<file path="src/rtl/spt_pkg.sv">
package spt_pkg;

    localparam int WORD_W = 16;
    localparam int CODE_W = 4;
    localparam int DATA_W = 10;
    localparam int PAD_W  = WORD_W - CODE_W - DATA_W;
    localparam int CNT_W  = $clog2(WORD_W + 1);

    localparam logic [DATA_W-1:0] RESET_A = DATA_W'(943);
    localparam logic [DATA_W-1:0] RESET_B = DATA_W'(40);

    typedef enum logic [CODE_W-1:0] {
        OP_NOP       = 4'b0000,
        OP_STAGE_A   = 4'b0001,
        OP_STAGE_B   = 4'b0010,
        OP_COPY      = 4'b1000,
        OP_STAGE_A_C = 4'b1001,
        OP_STAGE_B_C = 4'b1010,
        OP_WAKE      = 4'b1101,
        OP_SLEEP     = 4'b1110,
        OP_ALL       = 4'b1111
    } op_e;

    typedef struct packed {
        logic [CODE_W-1:0] code;
        logic [DATA_W-1:0] data;
        logic [PAD_W-1:0]  pad;
    } frame_t;

    typedef struct packed {
        logic stage_a;
        logic stage_b;
        logic copy;
        logic wake;
        logic go_sleep;
    } action_t;

    function automatic action_t decode_op(input logic [CODE_W-1:0] code);
        action_t act;
        act = '0;
        case (code)
            OP_STAGE_A:   act.stage_a = 1'b1;
            OP_STAGE_B:   act.stage_b = 1'b1;
            OP_COPY:      begin act.copy = 1'b1; act.wake = 1'b1; end
            OP_STAGE_A_C: begin act.stage_a = 1'b1; act.copy = 1'b1; act.wake = 1'b1; end
            OP_STAGE_B_C: begin act.stage_b = 1'b1; act.copy = 1'b1; act.wake = 1'b1; end
            OP_WAKE:      act.wake = 1'b1;
            OP_SLEEP:     act.go_sleep = 1'b1;
            OP_ALL:       begin
                act.stage_a = 1'b1; act.stage_b = 1'b1;
                act.copy = 1'b1; act.wake = 1'b1;
            end
            default:      act = '0;
        endcase
        return act;
    endfunction

endpackage

</file>
<file path="src/rtl/spt_line_sync.sv">
module spt_line_sync #(
    parameter int              WIDTH  = 3,
    parameter int              STAGES = 2,
    parameter logic [WIDTH-1:0] IDLE  = '0
) (
    input  logic             clk,
    input  logic             rst,
    input  logic [WIDTH-1:0] raw,
    output logic [WIDTH-1:0] level,
    output logic [WIDTH-1:0] rise,
    output logic [WIDTH-1:0] fall
);
    logic [WIDTH-1:0] stg [STAGES];
    logic [WIDTH-1:0] prev_q;

    generate
        for (genvar s = 0; s < STAGES; s++) begin : g_stage
            if (s == 0) begin : g_first
                always_ff @(posedge clk) begin
                    if (rst) stg[s] <= IDLE;
                    else     stg[s] <= raw;
                end
            end else begin : g_next
                always_ff @(posedge clk) begin
                    if (rst) stg[s] <= IDLE;
                    else     stg[s] <= stg[s-1];
                end
            end
        end
    endgenerate

    always_ff @(posedge clk) begin
        if (rst) prev_q <= IDLE;
        else     prev_q <= stg[STAGES-1];
    end

    assign level = stg[STAGES-1];
    assign rise  = stg[STAGES-1] & ~prev_q;
    assign fall  = ~stg[STAGES-1] & prev_q;

endmodule

</file>
<file path="src/rtl/spt_frame_shifter.sv">
module spt_frame_shifter
    import spt_pkg::*;
(
    input  logic   clk,
    input  logic   rst,
    input  logic   sck_rise,
    input  logic   din,
    input  logic   sel_low,
    input  logic   sel_fall,
    input  logic   sel_rise,
    output logic   frame_vld,
    output frame_t frame_word
);
    logic [WORD_W-1:0] shreg_q;
    logic [CNT_W-1:0]  cnt_q;
    logic              full;

    assign full = (cnt_q == CNT_W'(WORD_W));

    always_ff @(posedge clk) begin
        if (rst) begin
            shreg_q    <= '0;
            cnt_q      <= '0;
            frame_vld  <= 1'b0;
            frame_word <= '0;
        end else begin
            frame_vld <= 1'b0;
            if (sel_fall) begin
                shreg_q <= '0;
                cnt_q   <= '0;
            end else if (sel_rise) begin
                if (full) begin
                    frame_vld  <= 1'b1;
                    frame_word <= frame_t'(shreg_q);
                end
                shreg_q <= '0;
                cnt_q   <= '0;
            end else if (sck_rise && sel_low && !full) begin
                shreg_q <= {shreg_q[WORD_W-2:0], din};
                cnt_q   <= cnt_q + 1'b1;
            end
        end
    end

    // edges after the 16th leave the captured word alone
    a_r4_extra_edges_ignored: assert property (@(posedge clk) disable iff (rst)
        (sck_rise && full && !sel_fall && !sel_rise) |=> $stable(shreg_q));

    // counter never exceeds the word length
    a_r2_count_bounded: assert property (@(posedge clk) disable iff (rst)
        cnt_q <= CNT_W'(WORD_W));

endmodule

</file>
<file path="src/rtl/spt_reg_bank.sv">
module spt_reg_bank
    import spt_pkg::*;
(
    input  logic              clk,
    input  logic              rst,
    input  logic              frame_vld,
    input  frame_t            frame_word,
    output logic [DATA_W-1:0] live_a,
    output logic [DATA_W-1:0] live_b,
    output logic              sleep_q,
    output logic              stb_q
);
    action_t           act;
    logic [DATA_W-1:0] stg_a_q, stg_b_q;
    logic [DATA_W-1:0] stg_a_n, stg_b_n;

    always_comb begin
        act     = frame_vld ? decode_op(frame_word.code) : '0;
        stg_a_n = act.stage_a ? frame_word.data : stg_a_q;
        stg_b_n = act.stage_b ? frame_word.data : stg_b_q;
    end

    always_ff @(posedge clk) begin
        if (rst) begin
            stg_a_q <= RESET_A;
            stg_b_q <= RESET_B;
            live_a  <= RESET_A;
            live_b  <= RESET_B;
            sleep_q <= 1'b0;
            stb_q   <= 1'b0;
        end else begin
            stg_a_q <= stg_a_n;
            stg_b_q <= stg_b_n;
            stb_q   <= act.copy;
            if (act.copy) begin
                live_a <= stg_a_n;
                live_b <= stg_b_n;
            end
            if (act.wake)          sleep_q <= 1'b0;
            else if (act.go_sleep) sleep_q <= 1'b1;
        end
    end

    // with no accepted frame, outputs hold
    a_r3_hold_without_frame: assert property (@(posedge clk) disable iff (rst)
        !frame_vld |=> ($stable(live_a) && $stable(live_b) && $stable(sleep_q)));

    // staging-only codes never touch the live registers
    a_r5_stage_only: assert property (@(posedge clk) disable iff (rst)
        (frame_vld && (frame_word.code == OP_STAGE_A || frame_word.code == OP_STAGE_B))
        |=> ($stable(live_a) && $stable(live_b) && !stb_q));

    // every copy leaves the block awake
    a_r6_copy_wakes: assert property (@(posedge clk) disable iff (rst)
        stb_q |-> !sleep_q);

endmodule

</file>
<file path="src/rtl/spt_cmd_decoder.sv">
module spt_cmd_decoder
    import spt_pkg::*;
#(
    parameter int SYNC_STAGES = 2
) (
    input  logic              clk,
    input  logic              rst,
    input  logic              ser_clk,
    input  logic              ser_data,
    input  logic              ser_load_n,
    output logic [DATA_W-1:0] set_a,
    output logic [DATA_W-1:0] set_b,
    output logic              sleep,
    output logic              upd_stb
);
    localparam int LINES = 3;
    localparam int L_SCK = 0;
    localparam int L_DIN = 1;
    localparam int L_SEL = 2;

    logic [LINES-1:0] lvl, rise, fall;
    logic             frame_vld;
    frame_t           frame_word;

    spt_line_sync #(
        .WIDTH (LINES),
        .STAGES(SYNC_STAGES),
        .IDLE  (3'b100)
    ) u_sync (
        .clk  (clk),
        .rst  (rst),
        .raw  ({ser_load_n, ser_data, ser_clk}),
        .level(lvl),
        .rise (rise),
        .fall (fall)
    );

    spt_frame_shifter u_shift (
        .clk       (clk),
        .rst       (rst),
        .sck_rise  (rise[L_SCK]),
        .din       (lvl[L_DIN]),
        .sel_low   (!lvl[L_SEL]),
        .sel_fall  (fall[L_SEL]),
        .sel_rise  (rise[L_SEL]),
        .frame_vld (frame_vld),
        .frame_word(frame_word)
    );

    spt_reg_bank u_bank (
        .clk       (clk),
        .rst       (rst),
        .frame_vld (frame_vld),
        .frame_word(frame_word),
        .live_a    (set_a),
        .live_b    (set_b),
        .sleep_q   (sleep),
        .stb_q     (upd_stb)
    );

    // the update strobe lasts a single cycle
    a_r12_single_pulse: assert property (@(posedge clk) disable iff (rst)
        upd_stb |=> !upd_stb);

    // no action without a load-line release
    a_r2_act_after_release: assert property (@(posedge clk) disable iff (rst)
        frame_vld |-> lvl[L_SEL]);

endmodule

</file>
<file path="config.mk">
export PLATFORM = sky130hd
export DESIGN_NAME = spt_cmd_decoder
export DESIGN_NICKNAME = d
export VERILOG_FILES = /design/src/rtl/spt_pkg.sv /design/src/rtl/spt_line_sync.sv /design/src/rtl/spt_frame_shifter.sv /design/src/rtl/spt_reg_bank.sv /design/src/rtl/spt_cmd_decoder.sv
export SDC_FILE = /design/constraint.sdc
export NUM_CORES = 1
export LEC_CHECK = 0
export BUFFER_PORTS_ARGS = -buffer_cell sky130_fd_sc_hd__buf_2
export CAP_MARGIN = 15
export CORE_MARGIN = 4
export CORE_UTILIZATION = 30
export DETAILED_ROUTE_END_ITERATION = 7
export PLACE_DENSITY = 0.47
export REMOVE_ABC_BUFFERS = 1
export SLEW_MARGIN = 10
export SYNTH_ARGS = -nofsm -noshare
export SYNTH_HDL_FRONTEND = slang
export SYNTH_SLANG_ARGS = --single-unit
</file>
<file path="constraint.sdc">
create_clock -name clk -period 5.2 [get_ports clk]
set_clock_uncertainty 0.15 [all_clocks]
set_input_delay 0.26 -clock clk [delete_from_list [all_inputs] [get_ports clk]]
set_output_delay 0.26 -clock clk [all_outputs]
set_load 0.03 [all_outputs]
</file>
==> summary by stage <==
Timing
The final worst slack is 3020 ps. Hold timing on the final database bottoms out at a slack of 238 ps. For the pin with the worst max-slew slack, the measured transition is 958 ps.

The setup-violating endpoint count in the final report is 0. The max-slew violation count is 0. The worst pin sits at a relative slew slack of 36.0%. The share of the clock period used by the worst path is 42.0%. The number of hold violations in the final report is 0. The summed negative setup slack over all endpoints is 0 ps. The clock period minus final worst setup slack is 2180 ps. Based on the critical path, the design can be clocked at up to 0.458 GHz. Setup repair after global routing left no endpoint under its margin.

Cells and area
The register area is 1720 um2. The number of nets in the finished design is 387. Summing all multi-input logic gate instances after layout gives 1530 um2. Cells with a size suffix above 1 make up 14.8% of the layout. The number of fill cells in the layout is 1134. The post-layout instance count excluding filler cells is 525. The post-synthesis to final-layout area growth is 14.9%. In the layout the commonest cells are sky130_fd_sc_hd__dfxtp_1, sky130_fd_sc_hd__nand2_1, sky130_fd_sc_hd__nor2_1.

The most frequent standard cell in the layout excluding fill and tap cells is sky130_fd_sc_hd__dfxtp_1. The utilization after layout is 35.6%. The repair_antennas step left the layout with diodes totalling 0.

Drt
The detailed-router iteration count before antenna repair is 4. Once detail routing completed, the nets flagged for antenna violations numbered 0. The routed layout has 2511 vias. After detailed routing, the number of vias per cell comes to 4.78. The sum of routed wire length over all layers is 7270 um. The detailed router finished its first iteration with 112 violations.

After detailed routing, the number of remaining DRC violations is 0. The wire length per cell after detailed routing is 13.8 um.

Critical path
The timing startpoint of the critical path is u_shift.cnt_q[0]. The critical path startpoint category is a flop. The path type of the worst setup path is reg2reg.

In this run the worst path has a maximum fanout of 15. The worst endpoint required time is 5250 ps. The worst reg2reg path depth is 6.

The critical register-to-register path startpoint is u_shift.cnt_q[0]. The arrival time at the worst endpoint is 2240 ps. The kind of end point of the critical path is a flop.

Global routing
After global routing the overflow that remains totals 0. The largest net degree at the start of global routing is 37. The global-route wire length before repair is 12200 um. In the global route stage, met3 resource usage came out at 3.54%. The met1 demand-to-capacity share in global routing is 15.6%. The initial antenna violation count came to 0. The number of global-route vias before repair came to 2328.

The met2 layer usage reported by global route is 18.2%. met2 is the most crowded layer. Across every metal layer, demand over resource in global routing totals 11.8%.

Clocking
The number of setup buffers added after CTS is 0. The total number of H-tree levels is 3. The buffer levels on the longest clock path is 2. The buffer cell driving the clock tree root is sky130_fd_sc_hd__clkbuf_16.

The post-cts sizing count is 0. The CTS buffer count is 9. The CTS sink count is 86.

The CTS tree is built. The clock-pin transition on the worst setup and hold timing paths is 60 ps. The clock insertion delay at the later pin of the skew report is 340 ps.

Floorplanning
The die covers 13100 um2. The number of core rows is 38. The I/O pin count is 27.

The floorplan step set the die height to 115 um. The standard cell core area is 11000 um2. Once the floorplan was initialized, standard cells occupied 31.0% of the core. From left edge to right edge, the die measures 115 um.

Outcome
The run finished with clean final reports.

Run
Max-cap violations in this run came to 0.

Placed design
The HPWL reported at the end of detailed placement is 4860 um. The final estimated routing congestion in global placement is 0.774. Prior to clock tree synthesis, the placed netlist has a worst setup slack of 2810 ps.

During placement, the flow inserted port buffers numbering 26. Including well taps, the total number of placed cells is 505.

Power
The leakage power summed over all cells is 0.00147 uW. For this design the ratio of total power to cell area is 337 nW/um2. The worst ir drop on vdd is 0.232 mV.

Synth
The leading area contributor after synthesis is sky130_fd_sc_hd__dfxtp_1. After synthesis the cells add up to 3410 um2. The count of unique library cells instantiated by Yosys is 47. After synthesis, the cell types taking the most area are sky130_fd_sc_hd__dfxtp_1, sky130_fd_sc_hd__nand2_1, sky130_fd_sc_hd__nor2_1. The area share of the leading cell type in the synthesized netlist is 50.5%. Summing the sequential cell areas from Yosys gives 50.5% of the chip area.

The count of warnings emitted by yosys is 0. Each instance of the synthesized netlist takes up on average 9.39 um2. The synthesized design contains 86 register bits. The count of mapped cells out of synthesis is 363.

Hold path
The type of the tightest min-delay check is in2reg. The hold path startpoint is rst. The number of stages on the worst hold path is 2.
final timing paths:
| check | end | slack, ps |
|---|---|---|
| setup / recovery | u_shift.frame_word[4] | 3020 |
| hold reg to reg | u_sync.stg[1][2] | 260 |
| hold / removal | u_shift.frame_word[2] | 240 |
| setup reg to reg | u_shift.frame_word[4] | 3020 |
critical path: stages (launching register included):
cell	delay [ps]
sky130_fd_sc_hd__dfxtp_1	350
sky130_fd_sc_hd__inv_1	70
sky130_fd_sc_hd__ha_1	120
sky130_fd_sc_hd__and4bb_2	260
sky130_fd_sc_hd__nand3b_1	660
sky130_fd_sc_hd__mux2i_1	380
sky130_fd_sc_hd__nor2_1	60
layout make-up:
type	instances	area share, %
Clock buffer	10	6.10
Clock inverter	6	1.57
Inverter	3	0.288
Multi-Input combinational cell	249	39.2
Sequential cell	86	44.0
Tap cell	140	4.47
Timing Repair Buffer	31	4.41
kinds of logic after synthesis:
logic type      after synthesis  share of synthesized area, %
buf+inv                      28                          4.55
simple gates                141                          19.8
flops                        86                          50.5
mux                          14                          4.11
xor+xnor                      4                          1.03
fa+ha+maj                     2                         0.734
compound gates               88                          19.3
per-layer routing:
layer,vias up,routed length (um)
met5,-,0
met4,0,116
met3,10,242
met2,34,3300
met1,1154,3610
li1,1313,-
power breakdown:
part	total, uW	leakage [uW]	switching, uW	internal (uW)
clock network	636	0.000148	253	383
registers	662	0.000695	0.999	661
logic	20.3	0.000623	13.4	6.95
cell usage after synthesis (all sizes together):
library cell	number
a22o	16
a21oi	25
o21bai	1
o32a	4
a2bb2oi	3
o21ba	1
and2	1
xnor2	2
a211oi	12
a31oi	1
o21ai	4
a311oi	4
nor2	43
nand2b	7
xor2	2
or2	7
buf	15
nor2b	8
ha	2
o22a	3
nor3b	1
or3	1
nand2	57
mux2i	14
nand3b	3
nand4	3
inv	3
a21o	6
and3	1
and4bb	2
dfxtp	86
nand3	3
clkbuf	10
or3b	3
a221oi	3
a211o	5
nor4bb	1
flip-flops by register name, indices dropped and copies added (netlist names):
signal	count
u_sync.prev_q	2
u_bank.stg_a_q	10
u_shift.frame_vld	1
u_bank.sleep_q	1
u_sync.stg	6
u_shift.shreg_q	16
u_bank.live_a	10
u_shift.frame_word	14
u_bank.live_b	10
u_bank.stg_b_q	10
u_bank.stb_q	1
u_shift.cnt_q	5
stage by stage:
step	power (uW)	instance area, um2
floorplan	685	3260
global placement	697	3580
detailed placement	697	3580
CTS	1340	3910
global route	1370	3920
finish	1320	3920
timing repair:
item	4_1_cts	5_1_grt
hold buffers	3	0
endpoints found under the setup margin	0	0
endpoints found under the hold margin	3	0
No activity file was read; power rests on OpenSTA's default activity.
